==> config.mk <==
export PLATFORM = sky130hd
export DESIGN_NAME = rfsh_sched
export DESIGN_NICKNAME = d
export VERILOG_FILES = /design/src/rtl/rfsh_pkg.sv /design/src/rtl/rfsh_timer.sv /design/src/rtl/rfsh_debt.sv /design/src/rtl/rfsh_ctrl.sv /design/src/rtl/rfsh_sched.sv
export SDC_FILE = /design/constraint.sdc
export NUM_CORES = 1
export LEC_CHECK = 0
export BUFFER_PORTS_ARGS = -buffer_cell sky130_fd_sc_hd__buf_2
export CAP_MARGIN = 20
export CORE_MARGIN = 5
export CORE_UTILIZATION = 50
export CTS_BUF_LIST = sky130_fd_sc_hd__clkbuf_16
export DETAILED_ROUTE_END_ITERATION = 12
export PLACE_DENSITY = 0.71
export SETUP_SLACK_MARGIN = 0.3
export SKIP_LAST_GASP = 1
export SYNTH_ARGS = -nofsm -noshare
export SYNTH_HDL_FRONTEND = slang
export SYNTH_SLANG_ARGS = --single-unit
==> constraint.sdc <==
create_clock -name clk -period 7 [get_ports clk]
set_input_delay 0.7 -clock clk [delete_from_list [all_inputs] [get_ports clk]]
set_output_delay 0.7 -clock clk [all_outputs]
set_load 0.05 [all_outputs]
==> src/rtl/rfsh_pkg.sv <==
package rfsh_pkg;
   typedef enum logic [2:0] {
      ST_IDLE, ST_REQ, ST_AR, ST_TRC, ST_SRE, ST_SELF, ST_SRX
   } rf_state_e;

   // command pins packed as {cs_n, ras_n, cas_n, we_n}
   localparam logic [3:0] CMD_NOP = 4'b0111;
   localparam logic [3:0] CMD_REF = 4'b0001;
endpackage

==> src/rtl/rfsh_timer.sv <==
module rfsh_timer #(
   parameter int INTERVAL_CYC = 1560,
   parameter int WINDOW_CYC   = 3200000
) (
   input  logic clk,
   input  logic rst_n,
   input  logic hold_i,
   input  logic burst_i,
   output logic tick_o
);
   localparam int MAXC = (WINDOW_CYC > INTERVAL_CYC) ? WINDOW_CYC : INTERVAL_CYC;
   localparam int CW   = $clog2(MAXC + 1);
   localparam logic [CW-1:0] LIM_DIST  = CW'(INTERVAL_CYC - 1);
   localparam logic [CW-1:0] LIM_BURST = CW'(WINDOW_CYC - 1);

   if (INTERVAL_CYC < 2) begin : g_bad_interval
      $error("rfsh_timer: INTERVAL_CYC must be at least 2");
   end

   logic [CW-1:0] cnt;
   logic [CW-1:0] lim;

   assign lim    = burst_i ? LIM_BURST : LIM_DIST;
   assign tick_o = !hold_i && (cnt >= lim);

   always_ff @(posedge clk) begin
      if (!rst_n)                cnt <= '0;
      else if (hold_i || tick_o) cnt <= '0;
      else                       cnt <= cnt + 1'b1;
   end

   // timer does not advance while held for self-refresh
   a_r9_timer_frozen: assert property (@(posedge clk) disable iff (!rst_n)
      hold_i |=> cnt == '0);
endmodule

==> src/rtl/rfsh_debt.sv <==
module rfsh_debt #(
   parameter int BURST_CNT = 2048,
   localparam int DW = $clog2(BURST_CNT + 1)
) (
   input  logic          clk,
   input  logic          rst_n,
   input  logic          tick_i,
   input  logic          burst_i,
   input  logic          take_i,
   input  logic          clr_i,
   input  logic          refill_i,
   output logic [DW-1:0] owed_o
);
   localparam logic [DW:0] CAP = (DW+1)'(BURST_CNT);

   logic [DW:0]   sum;
   logic [DW-1:0] owed_nx;

   always_comb begin
      sum = {1'b0, owed_o} - (DW+1)'(take_i) + (DW+1)'(tick_i && !burst_i);
      if (sum > CAP) sum = CAP;
      if (refill_i || (tick_i && burst_i)) owed_nx = DW'(BURST_CNT);
      else if (clr_i)                      owed_nx = '0;
      else                                 owed_nx = sum[DW-1:0];
   end

   always_ff @(posedge clk) begin
      if (!rst_n) owed_o <= '0;
      else        owed_o <= owed_nx;
   end

   // a refresh is only taken when one is owed
   a_r2_no_underflow: assert property (@(posedge clk) disable iff (!rst_n)
      take_i |-> owed_o != '0);
   // a distributed tick below the cap adds exactly one
   a_r3_dist_increment: assert property (@(posedge clk) disable iff (!rst_n)
      (tick_i && !burst_i && !take_i && !clr_i && !refill_i && owed_o < DW'(BURST_CNT))
      |=> owed_o == $past(owed_o) + 1'b1);
endmodule

==> src/rtl/rfsh_ctrl.sv <==
module rfsh_ctrl
   import rfsh_pkg::*;
#(
   parameter int TRC_CYC = 7
) (
   input  logic       clk,
   input  logic       rst_n,
   input  logic       owed_nz_i,
   input  logic       burst_i,
   input  logic       gnt_i,
   input  logic       idle_i,
   input  logic       sleep_req_i,
   output logic       take_o,
   output logic       hold_o,
   output logic       refill_o,
   output logic [3:0] cmd_o,
   output logic       cke_o,
   output logic       req_o,
   output logic       ack_o
);
   localparam int TW = $clog2(TRC_CYC);
   localparam logic [TW-1:0] WAIT_AR = TW'(TRC_CYC - 2);
   localparam logic [TW-1:0] WAIT_SX = TW'(TRC_CYC - 1);

   rf_state_e     st, st_nx;
   logic [TW-1:0] wcnt, wcnt_nx;
   logic          go, want;

   assign go   = gnt_i && idle_i;
   assign want = sleep_req_i || owed_nz_i;

   always_comb begin
      st_nx   = st;
      wcnt_nx = (wcnt != '0) ? wcnt - 1'b1 : wcnt;
      unique case (st)
         ST_IDLE: if (want) st_nx = ST_REQ;
         ST_REQ: begin
            if (go && sleep_req_i)    st_nx = ST_SRE;
            else if (go && owed_nz_i) st_nx = ST_AR;
            else if (!want)           st_nx = ST_IDLE;
         end
         ST_AR: begin
            st_nx   = ST_TRC;
            wcnt_nx = WAIT_AR;
         end
         ST_TRC: if (wcnt == '0) begin
            if (go && owed_nz_i && !sleep_req_i) st_nx = ST_AR;
            else if (want)                       st_nx = ST_REQ;
            else                                 st_nx = ST_IDLE;
         end
         ST_SRE:  st_nx = ST_SELF;
         ST_SELF: if (!sleep_req_i) begin
            st_nx   = ST_SRX;
            wcnt_nx = WAIT_SX;
         end
         ST_SRX:  if (wcnt == '0) st_nx = ST_IDLE;
         default: st_nx = ST_IDLE;
      endcase
   end

   always_ff @(posedge clk) begin
      if (!rst_n) begin
         st   <= ST_IDLE;
         wcnt <= '0;
      end else begin
         st   <= st_nx;
         wcnt <= wcnt_nx;
      end
   end

   assign take_o   = (st == ST_AR);
   assign hold_o   = (st == ST_SRE) || (st == ST_SELF) || (st == ST_SRX);
   assign refill_o = (st == ST_SRX) && (wcnt == '0) && burst_i;
   assign cmd_o    = (st == ST_AR || st == ST_SRE) ? CMD_REF : CMD_NOP;
   assign cke_o    = !((st == ST_SRE) || (st == ST_SELF));
   assign req_o    = (st != ST_IDLE);
   assign ack_o    = (st == ST_SELF);

   // refresh follows a granted, all-idle cycle with clock enabled
   a_r2_ref_after_grant: assert property (@(posedge clk) disable iff (!rst_n)
      (cmd_o == CMD_REF && cke_o) |-> $past(gnt_i && idle_i && cke_o));
   // self-refresh entry follows a granted, all-idle cycle with sleep requested
   a_r7_entry_after_grant: assert property (@(posedge clk) disable iff (!rst_n)
      (cmd_o == CMD_REF && !cke_o) |-> $past(gnt_i && idle_i && sleep_req_i));
   // acknowledge rises only while sleep was requested
   a_r8_ack_rise: assert property (@(posedge clk) disable iff (!rst_n)
      $rose(ack_o) |-> $past(sleep_req_i) && !cke_o);
   // held sleep keeps clock enable low
   a_r9_stay_low: assert property (@(posedge clk) disable iff (!rst_n)
      (ack_o && sleep_req_i) |=> (!cke_o && cmd_o == CMD_NOP));
   // clock enable rises only after the sleep request was released
   a_r10_exit_release: assert property (@(posedge clk) disable iff (!rst_n)
      $rose(cke_o) |-> $past(!sleep_req_i));
endmodule

==> src/rtl/rfsh_sched.sv <==
module rfsh_sched
   import rfsh_pkg::*;
#(
   parameter int CLK_MHZ     = 100,
   parameter int INTERVAL_NS = 15600,
   parameter int WINDOW_US   = 32000,
   parameter int BURST_CNT   = 2048,
   parameter int TRC_NS      = 66
) (
   input  logic clk,
   input  logic rst_n,
   input  logic policy_burst_i,
   input  logic banks_idle_i,
   input  logic rf_gnt_i,
   input  logic sleep_req_i,
   output logic rf_req_o,
   output logic sleep_ack_o,
   output logic cs_n_o,
   output logic ras_n_o,
   output logic cas_n_o,
   output logic we_n_o,
   output logic cke_o
);
   localparam int INTERVAL_CYC = (CLK_MHZ * INTERVAL_NS) / 1000;
   localparam int WINDOW_CYC   = CLK_MHZ * WINDOW_US;
   localparam int TRC_CYC      = (CLK_MHZ * TRC_NS + 999) / 1000;
   localparam int DW           = $clog2(BURST_CNT + 1);
   localparam int GW           = $clog2(TRC_CYC + 1);

   if (TRC_CYC < 2) begin : g_bad_trc
      $error("rfsh_sched: tRC must span at least 2 clocks");
   end
   if (BURST_CNT < 1) begin : g_bad_burst
      $error("rfsh_sched: BURST_CNT must be positive");
   end
   if (WINDOW_CYC <= BURST_CNT * (TRC_CYC + 2)) begin : g_bad_window
      $error("rfsh_sched: window too short for one burst");
   end

   logic          tick, take, hold, refill;
   logic [DW-1:0] owed;
   logic [3:0]    cmd;

   rfsh_timer #(.INTERVAL_CYC(INTERVAL_CYC), .WINDOW_CYC(WINDOW_CYC)) u_timer (
      .clk(clk), .rst_n(rst_n), .hold_i(hold), .burst_i(policy_burst_i), .tick_o(tick)
   );

   rfsh_debt #(.BURST_CNT(BURST_CNT)) u_debt (
      .clk(clk), .rst_n(rst_n), .tick_i(tick), .burst_i(policy_burst_i),
      .take_i(take), .clr_i(hold), .refill_i(refill), .owed_o(owed)
   );

   rfsh_ctrl #(.TRC_CYC(TRC_CYC)) u_ctrl (
      .clk(clk), .rst_n(rst_n), .owed_nz_i(owed != '0), .burst_i(policy_burst_i),
      .gnt_i(rf_gnt_i), .idle_i(banks_idle_i), .sleep_req_i(sleep_req_i),
      .take_o(take), .hold_o(hold), .refill_o(refill), .cmd_o(cmd),
      .cke_o(cke_o), .req_o(rf_req_o), .ack_o(sleep_ack_o)
   );

   assign {cs_n_o, ras_n_o, cas_n_o, we_n_o} = cmd;

   // quiet-time checker: cycles since last refresh or clock-enable rise
   logic          cke_q;
   logic [GW-1:0] gap;
   logic          ar_now;

   assign ar_now = (cmd == CMD_REF) && cke_o;

   always_ff @(posedge clk) begin
      if (!rst_n) begin
         cke_q <= 1'b1;
         gap   <= GW'(TRC_CYC);
      end else begin
         cke_q <= cke_o;
         if (ar_now || (cke_o && !cke_q)) gap <= GW'(1);
         else if (gap != GW'(TRC_CYC))    gap <= gap + 1'b1;
      end
   end

   // no refresh within tRC of a refresh or of leaving self-refresh
   a_r5_trc_gap: assert property (@(posedge clk) disable iff (!rst_n)
      ar_now |-> gap == GW'(TRC_CYC));
   // clock enable high again means acknowledge is gone
   a_r10_ack_drop: assert property (@(posedge clk) disable iff (!rst_n)
      (cke_o && !cke_q) |-> !sleep_ack_o);
endmodule

==> qor_table.md <==
| Quantity | This run | Unit |
| --- | --- | --- |
| Cell type with the highest aggregate area in the netlist | dfxtp_1 | - |
| Post-Place Worst Slack | 2.03 | ns |
| Count of buffers added by post-CTS timing repair for setup | 0 | - |
| Count of vias placed by the detailed router | 2280 | - |
| Max-cap check violation count | 0 | - |
| Clock tree from TritonCTS | done | - |
| Fraction of the mapped netlist area in compound gates | 0.154 | - |
| Post-detailed-route via-to-cell ratio | 5.47 | - |
| Part of the power in combinational logic | 0.666 | - |
| Ports placed on the boundary | 13 | - |
| Weighted congestion at the end of routability-driven global placement | 0.873 | - |
| First-pass GRT wire length | 9370 | um |
| Mean post-synth cell area | 8.22 | um^2 |
| Number of rows in the core area | 27 | - |
| Kind of launch point of the worst setup path | input pin | - |
| Setup slack of the critical path after layout | 2.30 | ns |
| YS warnings | 0 | - |
| DRC violation count after routing | 0 | - |
| Area of the die | 0.00711 | mm^2 |
| Pwr Density | 543 | mW/mm^2 |
| Sum of overflow across all layers after global routing | 0 | - |
| Hold slack final | 0.445 | ns |
| Clock latency reported for the late side of the worst-skew pair | 0.28 | ns |
| CP Class | input pin to register | - |
| Fraction of synthesized cell area taken by the top area cell type | 0.290 | - |
| TritonCTS Buffers | 5 | - |
| Headroom to the max-slew limit | 0.509 | - |
| Net load switching power | 0.762 | mW |
| Internal power | 0.882 | mW |
| Initial standard-cell utilization of the core | 0.508 | - |
| Setup crit start | policy_burst_i | - |
| Total clock sinks | 40 | - |
| Upper clock frequency limit | 213 | MHz |
| Area taken by multi-input logic gates | 0.00181 | mm^2 |
| Max VDD drop | 340 | uV |
| Non-Filler Instances | 417 | - |
| Diodes inserted | 0 | - |
| Initial antenna violation count | 0 | - |
| EDFF count, synth | 0 | - |
| Drt pass-1 iters | 4 | - |
| Data required time of the worst path | 7.20 | ns |
| Utilization of the core after routing | 0.556 | - |
| Clock-pin slew of the registers on the worst-case setup and hold paths | 0.06 | ns |
| CORE AREA | 0.00544 | mm^2 |
| Post-DR wirelength/cell | 12.9 | um |
| Total routing usage reported by global routing | 0.158 | - |
| Number of hold buffers added after CTS | 0 | - |
| Die height | 84.3 | um |
| Clock Skew | 0.00504 | ns |
| Nets@finish | 384 | - |
| Filler Cells Inserted | 510 | - |
| Root Buffer | clkbuf_16 | - |
| Power share of the clock group | 0.157 | - |
| Port Buf Inserts | 10 | - |
| Setup violation total in the final timing report | 0 | - |
| Worst min-delay path class | register to register | - |
| Half-perimeter wire length of the detailed placement result | 4160 | um |
| Post-Synth Adder-Cell Area | 0.157 | - |
| Area added between synthesis and finish | 9.51 | % |
| Final Hold Violating Endpoints | 0 | - |
| Yosys cell types | 56 | - |
| Shortest clock period the worst path allows after layout | 4.70 | ns |
| Largest net degree at the start of global routing | 22 | - |
| Mapped cell area | 0.00276 | mm^2 |
| Total Wirelength | 5380 | um |
| Worst-Margin Slew | 0.734 | ns |
| Floorplan die width | 84.3 | um |
| Drt first-iter violations | 94 | - |
| Sequential cell area in the final layout | 801 | um^2 |
| Status | completed | - |
| Basic-gate share of the synthesized area counting and, or, nand and nor cells | 0.239 | - |
| Post-CTS Resized | 0 | - |
| Largest fanout on the critical path | 11 | - |
| Area share of xor/xnor cells in the synthesized design | 0.0983 | - |
| Fin crit share | 0.672 | - |
| Part of the Yosys area used for sequential elements | 0.290 | - |
| Proportion of total power due to net switching | 0.463 | - |
| ANT nets after route | 0 | - |
| Top area cells in the synthesized netlist | dfxtp_1 29%, ha_1 15%, nor2_1 6.0% | - |
| R2r startpoint | u_timer.cnt[0] | - |
| Setup TNS Final | 0 | ns |
| Synth async-reset ratio | 0 | - |
| Unrepaired setup endpoints after global routing | false | - |
| H-tree levels | 2 | - |
| Number of cells on the worst reg-to-reg path | 15 | - |
| Net count after synthesis | 376 | - |
| Via count of the first global-routing pass | 2145 | - |
| Sequential cell fraction of total power | 0.176 | - |
| Number of standard cells after synthesis | 336 | - |
| Cell count after placement | 409 | - |
| Most used DFF post-synth | dfxtp_1 | - |
| Proportion of layout cells with a drive suffix above 1 | 0.0551 | - |
| Combinational family with the most area after synthesis | simple AND/OR/NAND/NOR gates | - |
| Pleak | 1.25 | nW |
| Hold Path Stages | 1 | - |
| Critical path capture point type | register | - |
| Number of buffers between clock root and the deepest sink | 2 | - |
| Final number of max-transition violations | 0 | - |
| Data arrival time at the worst-slack endpoint | 4.90 | ns |
| Hold Crit Start | u_timer.cnt[0] | - |
| Mux cell area share after synthesis | 0.00362 | - |
| Total of flip-flops plus latches after synthesis | 40 | - |
[worst paths after layout]
| path | to | slack [ns] |
|---|---|---|
| setup / recovery | u_debt.owed_o[9] | 2.30 |
| setup reg to reg | u_debt.owed_o[9] | 2.72 |
| hold reg to reg | u_timer.cnt[0] | 0.45 |
| hold / removal | u_timer.cnt[0] | 0.45 |
[power by group through the flow]
stage                     clock [mW]  sequential, mW  combinational, mW
after floorplan                    0           0.277              0.889
after global placement             0           0.294               1.07
after detailed placement           0           0.295               1.08
after CTS                      0.263           0.290               1.09
after global routing           0.275           0.294               1.21
final                          0.259           0.290               1.10
[routing by layer]
layer  GRT usage  routed length [um]  vias up
met3      0.0412                 251        4
met2       0.262                2440       41
met4      0.0374                  29        0
li1            -                   -     1197
met1       0.205                2660     1038
met5           0                   0        -
[cells in the final DEF, fill, tap and decap left out, types with 5 or more instances in the layout]
cell type and count:
nor3_1 12, nand3_1 10, inv_1 29, nand4_1 7
xnor2_1 13, buf_2 10, nor2b_1 5, a211oi_1 7
ha_1 33, xor2_1 18, nor2_1 44, clkbuf_16 5
nand2b_1 5, dfxtp_1 40, nand2_1 18, nor3b_1 8
a21oi_1 13
[cell type report]
cell class,instances,share of cell area
multi-input cells,258,0.598
repair buffers,10,0.0165
well taps,72,0.0298
flip-flops and latches,40,0.265
inverters,29,0.0360
clock inverters,3,0.0141
clock buffers,5,0.0414
[critical path, stage by stage]
cell       delay [ns]
buf_2            0.13
inv_1            0.19
ha_1             0.27
or4_1            0.46
a21oi_1          0.14
o31ai_1          0.10
a211oi_2         0.41
nor3_1           0.10
ha_1             0.23
fa_1             0.43
a21oi_1          0.20
o22ai_1          0.14
or4_1            0.50
a2111oi_0        0.39
o21bai_1         0.11
o311a_1          0.18
nor3b_1          0.20
[cells by family (layout without fill, tap and decap cells)]
logic type / after synthesis / in the layout
buf+inv: 38 / 47
compound gates: 60 / 60
simple gates: 130 / 130
fa+ha+maj: 34 / 34
other cells: 2 / 2
xor+xnor: 31 / 31
flops: 40 / 40
mux: 1 / 1
[cells in the mapped netlist (7+ instances only)]
master,n
inv_1,29
a21oi_1,13
nand2_1,18
nor2_1,44
dfxtp_1,40
nor3_1,12
xnor2_1,13
nand4_1,7
ha_1,33
nor3b_1,8
nand3_1,10
xor2_1,18
a211oi_1,7
[flip-flops by register name, summed over array words and instances (netlist names)]
| register | cells |
|---|---|
| u_timer.cnt | 22 |
| u_ctrl.wcnt | 3 |
| u_ctrl.st | 3 |
| u_debt.owed_o | 12 |
[stage by stage]
| step | area, um^2 | total power [mW] |
|---|---|---|
| floorplan | 2760 | 1.17 |
| global placement | 2860 | 1.36 |
| detailed placement | 2860 | 1.37 |
| CTS | 3030 | 1.64 |
| global route | 3030 | 1.78 |
| finish | 3030 | 1.64 |
No activity file was read; power rests on OpenSTA's default activity.
